### config.mk
export PLATFORM = sky130hd
export DESIGN_NAME = ebr_ring
export DESIGN_NICKNAME = d
export VERILOG_FILES = /design/src/rtl/ebr_pkg.sv /design/src/rtl/ebr_ring_ptr.sv /design/src/rtl/ebr_occ_counter.sv /design/src/rtl/ebr_occ_decode.sv /design/src/rtl/ebr_ring.sv
export SDC_FILE = /design/constraint.sdc
export NUM_CORES = 1
export LEC_CHECK = 0
export BUFFER_PORTS_ARGS = -buffer_cell sky130_fd_sc_hd__buf_2
export CAP_MARGIN = 5
export CELL_PAD_IN_SITES_DETAIL_PLACEMENT = 1
export CELL_PAD_IN_SITES_GLOBAL_PLACEMENT = 2
export CORE_MARGIN = 2
export CORE_UTILIZATION = 31
export CTS_CLUSTER_SIZE = 20
export DETAILED_ROUTE_END_ITERATION = 8
export PLACE_DENSITY_LB_ADDON = 0.1
export SYNTH_ARGS = -nofsm -noshare
export SYNTH_HDL_FRONTEND = slang
export SYNTH_SLANG_ARGS = --single-unit
export TNS_END_PERCENT = 5
### constraint.sdc
create_clock -name clk -period 3.7 [get_ports clk]
set_input_delay 0 -clock clk [delete_from_list [all_inputs] [get_ports clk]]
set_output_delay 0 -clock clk [all_outputs]
set_load 0.05 [all_outputs]
### src/rtl/ebr_pkg.sv
`timescale 1ns/1ps
package ebr_pkg;

  // Counter update selected each cycle
  typedef enum logic [1:0] {
    CNT_HOLD = 2'd0,
    CNT_INC  = 2'd1,
    CNT_DEC  = 2'd2
  } cnt_op_e;

  // Number of lines in the reduced-resolution code
  localparam int unsigned COARSE_LINES = 4;

  // Occupancy threshold for reduced line j in a ring of n slots
  function automatic int unsigned coarse_threshold(input int unsigned j,
                                                   input int unsigned n);
    case (j)
      0:       return 2;
      1:       return 4;
      2:       return n - 2;
      default: return n;
    endcase
  endfunction

endpackage

### src/rtl/ebr_ring_ptr.sv
`timescale 1ns/1ps
module ebr_ring_ptr #(
  parameter int unsigned NUM_SLOTS = 16,
  parameter int unsigned IDX_W     = $clog2(NUM_SLOTS)
) (
  input  logic             clk,
  input  logic             rst,
  input  logic             advance,
  output logic [IDX_W-1:0] cur_o,
  output logic [IDX_W-1:0] nxt_o,
  output logic [IDX_W-1:0] clr_o,
  output logic             clr_req_o
);

  localparam logic [IDX_W-1:0] LAST_IDX = IDX_W'(NUM_SLOTS - 1);

  function automatic logic [IDX_W-1:0] ring_inc(input logic [IDX_W-1:0] v);
    return (v == LAST_IDX) ? '0 : v + 1'b1;
  endfunction

  logic [IDX_W-1:0] cur_q, nxt_q, clr_q;
  logic             req_q;

  // The ring steps as a whole: each pointer takes its neighbour's slot
  always_ff @(posedge clk) begin
    if (rst) begin
      cur_q <= '0;
      nxt_q <= IDX_W'(1);
      clr_q <= IDX_W'(2);
      req_q <= 1'b0;
    end else begin
      req_q <= advance;
      if (advance) begin
        cur_q <= nxt_q;
        nxt_q <= clr_q;
        clr_q <= ring_inc(clr_q);
      end
    end
  end

  assign cur_o     = cur_q;
  assign nxt_o     = nxt_q;
  assign clr_o     = clr_q;
  assign clr_req_o = req_q;

  AST_NEXT_FOLLOWS_CUR: assert property (@(posedge clk) disable iff (rst)
    nxt_q == ring_inc(cur_q));

  AST_CLEAR_AHEAD: assert property (@(posedge clk) disable iff (rst)
    clr_q == ring_inc(nxt_q));

  AST_ADVANCE_HANDOVER: assert property (@(posedge clk) disable iff (rst)
    advance |=> (cur_q == $past(nxt_q)) && req_q);

  AST_IDLE_NO_REQ: assert property (@(posedge clk) disable iff (rst)
    !advance |=> !req_q && $stable(cur_q));

endmodule

### src/rtl/ebr_occ_counter.sv
`timescale 1ns/1ps
module ebr_occ_counter
  import ebr_pkg::*;
#(
  parameter int unsigned NUM_SLOTS = 16,
  parameter int unsigned CNT_W     = $clog2(NUM_SLOTS + 1)
) (
  input  logic             clk,
  input  logic             rst,
  input  logic             arrive,
  input  logic             release_i,
  output logic             accept_o,
  output logic [CNT_W-1:0] count_nxt_o,
  output logic             full_o,
  output logic             ovf_o
);

  localparam logic [CNT_W-1:0] CNT_MAX = CNT_W'(NUM_SLOTS);

  logic [CNT_W-1:0] count_q, count_d;
  logic             full_q, ovf_q;
  logic             accept, drop;
  cnt_op_e          op;

  always_comb begin
    accept = arrive && !full_q;
    drop   = release_i && (count_q != '0);
    unique case ({accept, drop})
      2'b10:   op = CNT_INC;
      2'b01:   op = CNT_DEC;
      default: op = CNT_HOLD;
    endcase
    unique case (op)
      CNT_INC: count_d = count_q + 1'b1;
      CNT_DEC: count_d = count_q - 1'b1;
      default: count_d = count_q;
    endcase
  end

  always_ff @(posedge clk) begin
    if (rst) begin
      count_q <= '0;
      full_q  <= 1'b0;
      ovf_q   <= 1'b0;
    end else begin
      count_q <= count_d;
      full_q  <= (count_d == CNT_MAX);
      ovf_q   <= ovf_q | (arrive & full_q);
    end
  end

  assign accept_o    = accept;
  assign count_nxt_o = count_d;
  assign full_o      = full_q;
  assign ovf_o       = ovf_q;

  AST_COUNT_BOUND: assert property (@(posedge clk) disable iff (rst)
    count_q <= CNT_MAX);

  AST_FULL_AGREES: assert property (@(posedge clk) disable iff (rst)
    full_q == (count_q == CNT_MAX));

  AST_OVF_ON_REJECT: assert property (@(posedge clk) disable iff (rst)
    (arrive && full_q) |=> ovf_q);

  AST_OVF_STICKY: assert property (@(posedge clk) disable iff (rst)
    ovf_q |=> ovf_q);

endmodule

### src/rtl/ebr_occ_decode.sv
`timescale 1ns/1ps
module ebr_occ_decode
  import ebr_pkg::*;
#(
  parameter int unsigned NUM_SLOTS   = 16,
  parameter int unsigned CNT_W       = $clog2(NUM_SLOTS + 1),
  parameter int unsigned THERM_LINES = 16
) (
  input  logic                    clk,
  input  logic                    rst,
  input  logic [CNT_W-1:0]        count_i,
  output logic [THERM_LINES-1:0]  therm_o,
  output logic [COARSE_LINES-1:0] coarse_o
);

  logic [THERM_LINES-1:0]  therm_d, therm_q;
  logic [COARSE_LINES-1:0] coarse_d, coarse_q;

  // Line k of the thermometer: k+1 or more occupied
  for (genvar k = 0; k < THERM_LINES; k++) begin : g_therm
    assign therm_d[k] = (count_i >= CNT_W'(k + 1));
  end

  // Reduced code with nonuniform thresholds
  for (genvar j = 0; j < COARSE_LINES; j++) begin : g_coarse
    localparam int unsigned TH = coarse_threshold(j, NUM_SLOTS);
    assign coarse_d[j] = (count_i >= CNT_W'(TH));
  end

  always_ff @(posedge clk) begin
    if (rst) begin
      therm_q  <= '0;
      coarse_q <= '0;
    end else begin
      therm_q  <= therm_d;
      coarse_q <= coarse_d;
    end
  end

  assign therm_o  = therm_q;
  assign coarse_o = coarse_q;

  AST_THERM_CONTIGUOUS: assert property (@(posedge clk) disable iff (rst)
    ((({1'b0, therm_q} + 1'b1) & {1'b0, therm_q}) == '0));

  AST_COARSE_NESTED: assert property (@(posedge clk) disable iff (rst)
    (!coarse_q[3] || coarse_q[2]) && (!coarse_q[2] || coarse_q[1]) &&
    (!coarse_q[1] || coarse_q[0]));

endmodule

### src/rtl/ebr_ring.sv
`timescale 1ns/1ps
module ebr_ring
  import ebr_pkg::*;
#(
  parameter int unsigned NUM_SLOTS   = 16,
  parameter int unsigned THERM_LINES = 16,
  localparam int unsigned IDX_W      = $clog2(NUM_SLOTS),
  localparam int unsigned CNT_W      = $clog2(NUM_SLOTS + 1)
) (
  input  logic                    clk,
  input  logic                    rst,
  input  logic                    evt_arrive,
  input  logic                    buf_release,
  output logic [IDX_W-1:0]        cur_idx,
  output logic [IDX_W-1:0]        nxt_idx,
  output logic [IDX_W-1:0]        clr_idx,
  output logic                    clr_req,
  output logic                    full,
  output logic                    overflow,
  output logic [THERM_LINES-1:0]  occ_therm,
  output logic [COARSE_LINES-1:0] occ_coarse
);

  logic             accept;
  logic [CNT_W-1:0] count_nxt;

  ebr_occ_counter #(
    .NUM_SLOTS (NUM_SLOTS),
    .CNT_W     (CNT_W)
  ) u_count (
    .clk         (clk),
    .rst         (rst),
    .arrive      (evt_arrive),
    .release_i   (buf_release),
    .accept_o    (accept),
    .count_nxt_o (count_nxt),
    .full_o      (full),
    .ovf_o       (overflow)
  );

  ebr_ring_ptr #(
    .NUM_SLOTS (NUM_SLOTS),
    .IDX_W     (IDX_W)
  ) u_ptr (
    .clk       (clk),
    .rst       (rst),
    .advance   (accept),
    .cur_o     (cur_idx),
    .nxt_o     (nxt_idx),
    .clr_o     (clr_idx),
    .clr_req_o (clr_req)
  );

  ebr_occ_decode #(
    .NUM_SLOTS   (NUM_SLOTS),
    .CNT_W       (CNT_W),
    .THERM_LINES (THERM_LINES)
  ) u_decode (
    .clk      (clk),
    .rst      (rst),
    .count_i  (count_nxt),
    .therm_o  (occ_therm),
    .coarse_o (occ_coarse)
  );

  AST_NO_ADVANCE_WHEN_FULL: assert property (@(posedge clk) disable iff (rst)
    (evt_arrive && full) |=> $stable(cur_idx) && !clr_req);

  AST_CLEAR_SLOT_GUARDED: assert property (@(posedge clk) disable iff (rst)
    (clr_idx != nxt_idx) && (clr_idx != cur_idx));

  AST_FULL_TOP_LINE: assert property (@(posedge clk) disable iff (rst)
    full == occ_coarse[3]);

endmodule

Yosys cells after proc, flatten, opt, wreduce, memory -nomap -nowiden

Index checks and enable logic that the tools add are counted.

Output and inout port bits: 35
Word-level logic and storage cells: 43
Register bits after elaboration: 40

Eq/ne operators: 6
Add/subtract/negate cells: 3
Multiplexer cells: 3
Magnitude comparators: 16
Bitwise gates (word level): 2
Reductions and logical operators: 4

Operators with widths:

| kind                | count |
|---|---|
| $ge 5x4->1 const B  | 8 |
| $ge 5x3->1 const B  | 4 |
| $ge 5x2->1 const B  | 2 |
| $pmux 5 s2          | 1 |
| $add 5x1->5 const B | 1 |
| $eq 5x5->1 const B  | 1 |
| $ge 5x1->1 const B  | 1 |
| $ge 5x5->1 const B  | 1 |
| $reduce_bool 5->1   | 1 |
| $sub 5x1->5 const B | 1 |
| $add 4x1->4 const B | 1 |
| $eq 2x1->1 const B  | 2 |
| $eq 2x2->1 const B  | 2 |
| $eq 4x4->1 const B  | 1 |
| $mux 4              | 1 |
| $pmux 2 s2          | 1 |
| $logic_and 1x1->1   | 2 |
| $and 1x1->1         | 1 |
| $logic_not 1->1     | 1 |
| $or 1x1->1          | 1 |

Depth between registers and ports, before layout

Gate-level depths: netlist of run 1.

Word-level depth: 7
Mapped depth: 11
Mapped depth without buffers: 9

Cells and area by module

Synthesis of run 1 repeated with hierarchy kept, for this count alone.

Cells, all modules: 161
Area total of the unflattened synthesis: 1517.7 um^2

By module, submodules not included:

| module          | instances | cells an instance | seq. area each (um^2) | area each (um^2) |
|---|---|---|---|---|
| ebr_occ_decode  | 1         | 55                | 320.3                 | 533.0 |
| ebr_occ_counter | 1         | 58                | 140.1                 | 496.7 |
| ebr_ring_ptr    | 1         | 48                | 260.2                 | 488.0 |

Least setup slack after synthesis of run 1

OpenSTA, ideal clock, no wires.

Path kind: reg-to-reg
From: reg u_count.full_q (netlist: u_count.full_o)
To: reg u_count.full_q (netlist: u_count.full_o)
Setup slack: 0.463 ns
Stages on the path, launching flop included: 12
Arrival time: 3.157 ns
Path buffers: 3
Period minus slack after synthesis: 3.237 ns
Data required time: 3.620 ns
Path through: dfxtp_1 nor2b_1 clkbuf_1 inv_1 clkbuf_1 ha_1 ha_1 a21oi_1 a211oi_1 or4b_1 buf_4 a211oi_2

Cells in the longest elaborated chain, start to end: 7
Elaborated cells between the ends (all ways): 9
Those cells by class: 5 x eq/ne; 2 x mux; 2 x reduce/logical

RTL lines:

| what                                            | RTL line              | source |
|---|---|---|
| start: declaration                              | ebr_occ_counter.sv:21 | `logic full_q, ovf_q;` |
| start signal: assignment                        | ebr_occ_counter.sv:47 | `full_q <= (count_d == CNT_MAX);` |
| $logic_not 1->1 *                               | ebr_occ_counter.sv:26 | `accept = arrive && !full_q;` |
| $logic_and 1x1->1 *                             | ebr_occ_counter.sv:26 |  |
| $eq 2x1->1 / $eq 2x2->1 (equally long branches) | ebr_occ_counter.sv:28 | `unique case ({accept, drop})` |
| $pmux 2 s2 *                                    | ebr_occ_counter.sv:28 |  |
| $eq 2x2->1 / $eq 2x1->1 (equally long branches) | ebr_occ_counter.sv:33 | `unique case (op)` |
| $pmux 5 s2 *                                    | ebr_occ_counter.sv:33 |  |
| $eq 5x5->1 *                                    | ebr_occ_counter.sv:47 |  |

Mark *: on every way between the ends. The rest lies on a longest branch, timed or not.
A chain may end at the register's enable or synchronous reset.

Final worst setup path of run 1

From: reg u_count.count_q[4]
To: reg u_count.full_q (netlist: u_count.full_o)

Cells in the longest elaborated chain, start to end: 7
Elaborated cells between the ends (all ways): 11
Those cells by class: 2 x add/sub; 5 x eq/ne; 2 x mux; 2 x reduce/logical

RTL lines:

| what                                            | RTL line              | source |
|---|---|---|
| start: declaration                              | ebr_occ_counter.sv:20 | `logic [CNT_W-1:0] count_q, count_d;` |
| start signal: assignment                        | ebr_occ_counter.sv:46 | `count_q <= count_d;` |
| $reduce_bool 5->1                               | ebr_occ_counter.sv:27 | `drop = release_i && (count_q != '0);` |
| $logic_and 1x1->1                               | ebr_occ_counter.sv:27 |  |
| $eq 2x1->1 / $eq 2x2->1 (equally long branches) | ebr_occ_counter.sv:28 |  |
| $pmux 2 s2                                      | ebr_occ_counter.sv:28 |  |
| $eq 2x2->1 / $eq 2x1->1 (equally long branches) | ebr_occ_counter.sv:33 |  |
| $pmux 5 s2 *                                    | ebr_occ_counter.sv:33 |  |
| $eq 5x5->1 *                                    | ebr_occ_counter.sv:47 |  |

Marked as above.

==> metrics.md, run 1 <==
| Metric | Value |
|---|---|
| Hpwl dp | around 3400 µm |
| Synth unique cells | 44 |
| Drt initial violations | 54 |
| Lkg Pwr | 0.919 nW |
| CTS-repair resized insts | 0 |
| H-tree depth | 2 |
| CTS buffer count | 5 |
| Post-synth ARST share | 0% |
| Crit Path Class | flop to flop |
| DRT Pass-1 Iters | 4 |
| CP cell instances | nor2_1 -> nand2_1 -> o21a_1 -> ha_1 -> ha_1 -> a21oi_1 -> a211oi_1 -> or4b_1 -> a211oi_2 |
| Crit share post-route | between 80% and 90% |
| GRT overflow | 0 |
| Status | completed |
| Vias per inst | ~5.1 |
| Routed length per instance | ~16 µm |
| Worst-Skew Late Latency | about 0.29 ns |
| Final hold vios | 0 |
| Area Overhead vs Synth | 21.6% |
| Register area share after synthesis | between 40 and 50% |
| Synth Flop Type | dfxtp_1 |
| CTS root buf | clkbuf_8 |
| Hold WC Path Type | input port to flop |
| Worst setup EP type | flop |
| Syn avg cell area | 9.03 µm² |
| Via count | ~1500 |
| Filler Cell Count | ~630 |
| IO Pins | 39 |
| Site Rows | 26 |
| CTS Sinks | 36 |
| Total GRT Usage | between 15 and 20% |
| Setup_tns | 0 ns |
| Die Wd | ~77 µm |
| Clock tree buffer depth | 2 |
| Max-cap violations | 0 |
| RSZ-0062 raised after global routing | false |
| #FFs+latches synth | 36 |
| Final ANT Viol Nets | 0 |
| Die area | just under 6000 µm² |
| Slew margin rel. | 53.0% |
| Initial antenna violation count | 0 |
| Routability cong. | a little under 0.9 |
| Synth Instances | ~180 |
| Post-synth EDFFs | 0 |
| Worst-path fanout max | 10 |
| WP data required | between 3 and 4 ns |
| Final worst slack | about 0.62 ns |
| Reg clk slew, reported paths | 0.08 ns |
| Max Fclk | roughly 0.32 GHz |
| Final instance area | approximately 2000 µm² |
| IR Drop Worst-Case VDD | about 430 µV |
| First-pass GRT wire length | between 7000 and 8000 µm |
| Power Density | 1080 nW/µm² |
| Largest net degree at the start of global routing | 27 |
| Slowest CP cell | or4b_1 |
| Clock skew | ~0.011 ns |
| Setup-failing EPs final | 0 |
| Setup crit start kind | flop |
| Vias in the first global route | ~1500 |
| Pre-CTS setup slack | 0.661 ns |
| Share of post-route cells with drive strength above 1 | 26.8% |
| Final Max Slew Viols | 0 |
| Worst stage delay on the critical path | 0.72 ns |
| Mapped Nets | ~190 |
| Die height | approximately 77 µm |
| Worst-Margin Slew | around 0.70 ns |
| Starting Density | between 30% and 40% |
| Yosys Warn Count | 0 |
| Commonest non-fill, non-tap cell in the layout | buf_2 |
| Most frequent cells in the layout | buf_2, dfxtp_1, nand2_1, nor2_1, a21oi_1 |
| Core area | 5110 µm² |
| Post-placement cell area | 1880 µm² |
| Mapped Area | 1640 µm² |
| Crit path DAT | around 3.3 ns |
| Drt total wl | 4650 µm |
| Fin nets | 229 |
| CTS tree | built |
| Minimum clock period | 3.08 ns |
| DRC | 0 |
| Most used cell along the critical path | ha_1 |
| Ant. Diodes | 0 |
| Setup Buffers After CTS | 0 |
| Number of port buffers | 38 |
-- stage by stage --
step	utilization [%]	total power (W)	cells	hold WS (ns)
after global routing	39.1	0.00231	290	0.186
after floorplan	-	0.00154	182	0.141
after CTS	39.1	0.00218	290	0.155
after detailed placement	36.7	0.00182	281	0.251
after global placement	36.7	0.00179	281	0.239
final	39.1	0.00216	290	0.155
-- synthesized netlist by cell type (2+ instances only) --
library cell   n  share of area [%]
dfxtp_1       36                 44
nand2_1       26                5.9
nor2_1        16                3.7
a21oi_1       15                4.6
o211ai_1       7                3.2
o21ai_0        7                2.1
buf_4          5                2.3
ha_1           5                3.8
inv_1          5                1.1
a41oi_1        4                2.1
clkbuf_1       4               0.91
nand3_1        4                1.2
xor2_1         4                2.1
a31oi_1        3                1.1
buf_2          3               0.91
nor3b_1        3                1.4
a311oi_1       2                1.1
a31o_2         2                1.1
and2_1         2               0.76
mux2_2         2                1.4
nor3_1         2               0.61
nor4b_1        2                1.1
or3b_2         2                1.1
-- per-layer routing --
| layer | up-vias | global-route usage, % | part of all wire, % |
|---|---|---|---|
| met5 | - | 0 | 0 |
| met4 | 0 | 5.09 | 1.2 |
| met3 | 6 | 4.35 | 3.7 |
| met2 | 28 | 29.3 | 51 |
| met1 | 710 | 19.1 | 44 |
| li1 | 726 | - | - |
-- sequential cells by signal, indices dropped and copies added, names as in the netlist --
register and count:
u_count.count_q 5, u_count.full_o 1, u_count.ovf_o 1, u_decode.coarse_o 4, u_decode.therm_o 12, u_ptr.clr_o 4
u_ptr.clr_req_o 1, u_ptr.cur_o 4, u_ptr.nxt_o 4
-- worst paths after layout --
| check | slack [ns] | cells after the start | startpoint | endpoint |
|---|---|---|---|---|
| worst max register to register | 0.62 | 9 | u_count.count_q[4] | u_count.full_o |
| worst min register to register | 0.45 | 2 | u_ptr.cur_o[1] | u_ptr.cur_o[1] |
| worst min-delay path | 0.16 | 2 | rst | u_count.count_q[0] |
| worst max-delay path | 0.62 | 9 | u_count.count_q[4] | u_count.full_o |
-- area by class of cell --
| cell class | instances | area [µm²] | area share (%) |
|---|---|---|---|
| multi-input cells | 129 | 836 | 41.9 |
| flip-flops and latches | 36 | 721 | 36.1 |
| repair buffers | 42 | 223 | 11.2 |
| well taps | 70 | 87.6 | 4.39 |
| clock buffers | 5 | 68.8 | 3.45 |
| clock inverters | 3 | 42.5 | 2.13 |
| inverters | 5 | 18.8 | 0.940 |
-- worst max-delay path: cells and delay by family (launching register included) --
family	cells	cell delay [ns]
AND/OR/NAND/NOR	3	1.07
AO/OA/AOI/OAI	4	0.87
adder cells (fa/ha/maj)	2	0.69
flip-flops	1	0.37
-- power breakdown --
group	leakage, nW	total, W	internal (W)	switching (W)
logic	0.569	0.00124	0.000372	0.000868
clock network	0.0541	0.000349	0.000199	0.000150
registers	0.296	0.000570	0.000496	0.0000737
-- timing repair --
item	in CTS	in global routing
hold endpoints to repair	1	0
setup endpoints to repair	0	0
hold buffers	1	0
-- cell families (layout without fill, tap and decap cells) --
| kind of cell | count (synthesis) | after routing | synth area share, % |
|---|---|---|---|
| AOI/OAI and AO/OA | 51 | 51 | 21.3 |
| adders and majority gates | 6 | 6 | 5.03 |
| and+or+nand+nor | 64 | 64 | 19.1 |
| buffers and inverters | 17 | 55 | 5.25 |
| muxes | 2 | 2 | 1.37 |
| xor gates and xnor gates | 6 | 6 | 4.04 |
| DFF | 36 | 36 | 43.9 |
Power figures use the tool's default switching activity.
==> inputs of run 2 (changes only) <==
Settings changed: CORE_UTILIZATION 31 to 28.
Clock period 3.7 ns to 2.81 ns, I/O delays scaled along.
==> run 2 against run 1 <==
Against the previous run: wire length shrank 0.82%; global-route usage down 1.1 points; clock skew shrank 0.0011 ns; total power rose by 37%; critical path depth unchanged; sequential share of layout area down 1.7 points; critical endpoint is now u_decode.therm_o[2]; largest power group unchanged; highest routed layer unchanged.
==> metrics.md, run 2 (synthesized netlist as in run 1, its figures left out) <==
| Metric | Value |
|---|---|
| Status | completed |
| Worst setup EP type | flop |
| Worst-Margin Slew | 0.512 ns (-0.189 ns) |
| FF-to-FF End | u_decode.therm_o[2] |
| Max Fclk | 0.376 GHz (+16%) |
| Total GRT Usage | 15.3% (-1.1 points) |
| Hpwl dp | 3480 µm (+2.0%) |
| Most frequent cells in the layout | buf_2, dfxtp_1, nand2_1, nor2_1, buf_4 |
| Share of post-route cells with drive strength above 1 | 32.8% (+5.9 points) |
| Die height | 80.6 µm (+4.9%) |
| Via count | 1523 (+3.6%) |
| Fin nets | 241 (+5.2%) |
| Clock skew | 0.0101 ns (-0.00114 ns) |
| Worst-path fanout max | 7 (-3) |
| Total power | 0.00296 W (+37%) |
| FF-to-FF setup slack | 0.15 ns (-0.47 ns) |
| Die Wd | 80.6 µm (+4.9%) |
| Vias in the first global route | 1483 (-3.9%) |
| Ant. Diodes | 0 (unchanged) |
| DRT Pass-1 Iters | 4 (unchanged) |
| Setup crit start kind | flop |
| IO Pins | 39 (unchanged) |
| Largest net degree at the start of global routing | 27 (unchanged) |
| Final Max Slew Viols | 0 (unchanged) |
| Slew margin rel. | 65.9% (+13 points) |
| Register Area | 724 µm² (+0.52%) |
| CTS Sinks | 36 (unchanged) |
| Final instance area | 2110 µm² (+5.5%) |
| Worst-Skew Late Latency | 0.29 ns (about the same) |
| Minimum clock period | 2.66 ns (-0.422 ns) |
| Vias per inst | 5.01 (-1.2%) |
| Max reg flops | 12 (unchanged) |
| Setup-failing EPs final | 0 (unchanged) |
| Crit Path Class | flop to flop |
| Initial antenna violation count | 0 (unchanged) |
| Core Util, Final | 37.8% (-1.3 points) |
| Starting Density | 29.5% (-2.7 points) |
| Lkg Pwr | 0.980 nW (+6.7%) |
| Drt initial violations | 52 (-3.7%) |
| Multi-input logic area | 861 µm² (+3.0%) |
| CTS tree | built |
| IR Drop Worst-Case VDD | 525 µV (+21%) |
| WP data required | 3.02 ns (-0.89 ns) |
| Hold WC Path Type | input port to flop |
| Crit share post-route | 94.5% (+11 points) |
| CTS buffer count | 5 (unchanged) |
| Power Density | 1400 nW/µm² (+30%) |
| Filler Cell Count | 681 (+8.6%) |
| Number of port buffers | 38 (unchanged) |
| Routed length per instance | 15.2 µm (-5.4%) |
| Setup Buffers After CTS | 0 (unchanged) |
| Clock tree buffer depth | 2 (unchanged) |
| Core area | 5570 µm² (+9.1%) |
| Site Rows | 27 (+3.8%) |
| R2r worst-path depth | 9 (unchanged) |
| DRC | 0 (unchanged) |
| Final hold vios | 0 (unchanged) |
| Reg clk slew, reported paths | 0.08 ns (about the same) |
| Post-placement cell area | 1980 µm² (+5.5%) |
| RSZ-0062 raised after global routing | true |
| Drt total wl | 4610 µm (-0.82%) |
| Crit path DAT | 2.86 ns (-0.43 ns) |
| Commonest non-fill, non-tap cell in the layout | buf_2 |
| CTS root buf | clkbuf_8 |
| H-tree depth | 2 (unchanged) |
| CP startpoint | u_count.count_q[4] |
| WHS | 0.155 ns (+0.000255 ns) |
| Worst r2r src | u_count.count_q[4] |
| Routability cong. | 0.807 (-8.8%) |
| Die area | 6500 µm² (+10%) |
| First-pass GRT wire length | 7500 µm (-2.4%) |
| Final ANT Viol Nets | 0 (unchanged) |
| CP endpoint | u_decode.therm_o[2] |
| GRT overflow | 0 (unchanged) |
| Max-cap violations | 0 (unchanged) |
| Area Overhead vs Synth | 28.3% |
==> run 2: metrics by stage <==
stage | cells | worst slack (ns) | setup TNS (ns)
floorplan | 182 | 0.00553 | 0
global route | 304 | -0.0119 | -0.0127
finish | 304 | 0.153 | 0
global placement | 295 | 0.135 | 0
CTS | 304 | 0.0440 | 0
detailed placement | 295 | 0.0771 | 0
==> run 2: cell type report <==
type	instances	share of cell area, %
clock buffer	8	4.75
inverter	5	0.891
multi-input combinational	129	40.9
sequential	36	34.4
tap	72	4.28
timing repair buffer	54	14.8
==> run 2: per-layer routing <==
layer	GRT usage [%]	vias up	wire, µm
li1	-	745	-
met2	25.8	32	2140
met4	5.59	0	61
met5	0	-	0
met3	3.26	6	195
met1	19.2	740	2210
==> run 2: how the worst min path moves through the flow <==
stage	start	endpoint	slack, ns	depth (start not counted)
3_5_place_dp	evt_arrive	u_count.ovf_o	0.28	3
5_1_grt	rst	u_ptr.clr_req_o	0.20	2
3_3_place_gp	evt_arrive	u_count.ovf_o	0.24	3
6_report	rst	u_count.count_q[0]	0.16	2
2_1_floorplan	evt_arrive	u_count.ovf_o	0.14	2
4_1_cts	rst	u_count.count_q[0]	0.15	2
==> run 2: critical path: stages (launching register included) <==
cell	delay (ns)
dfxtp_1	0.39
nor2_4	0.17
nand2_1	0.07
o21a_1	0.18
ha_2	0.22
fa_1	0.58
inv_1	0.09
o211ai_1	0.15
or3b_2	0.49
a41oi_1	0.23
==> run 2: power breakdown <==
| part | internal [W] | switching (W) | leakage, nW | total (W) |
|---|---|---|---|---|
| clock network | 0.000224 | 0.000184 | 0.0515 | 0.000408 |
| logic | 0.000620 | 0.00120 | 0.632 | 0.00182 |
| registers | 0.000654 | 0.0000727 | 0.297 | 0.000727 |
| total | 0.00150 | 0.00146 | 0.980 | 0.00296 |
==> run 2: timing repair <==
action / 4_1_cts / 5_1_grt
resized for setup: 0 / 4
endpoints found under the hold margin: 1 / 0
endpoints found under the setup margin: 0 / 14
hold buffers: 1 / 0
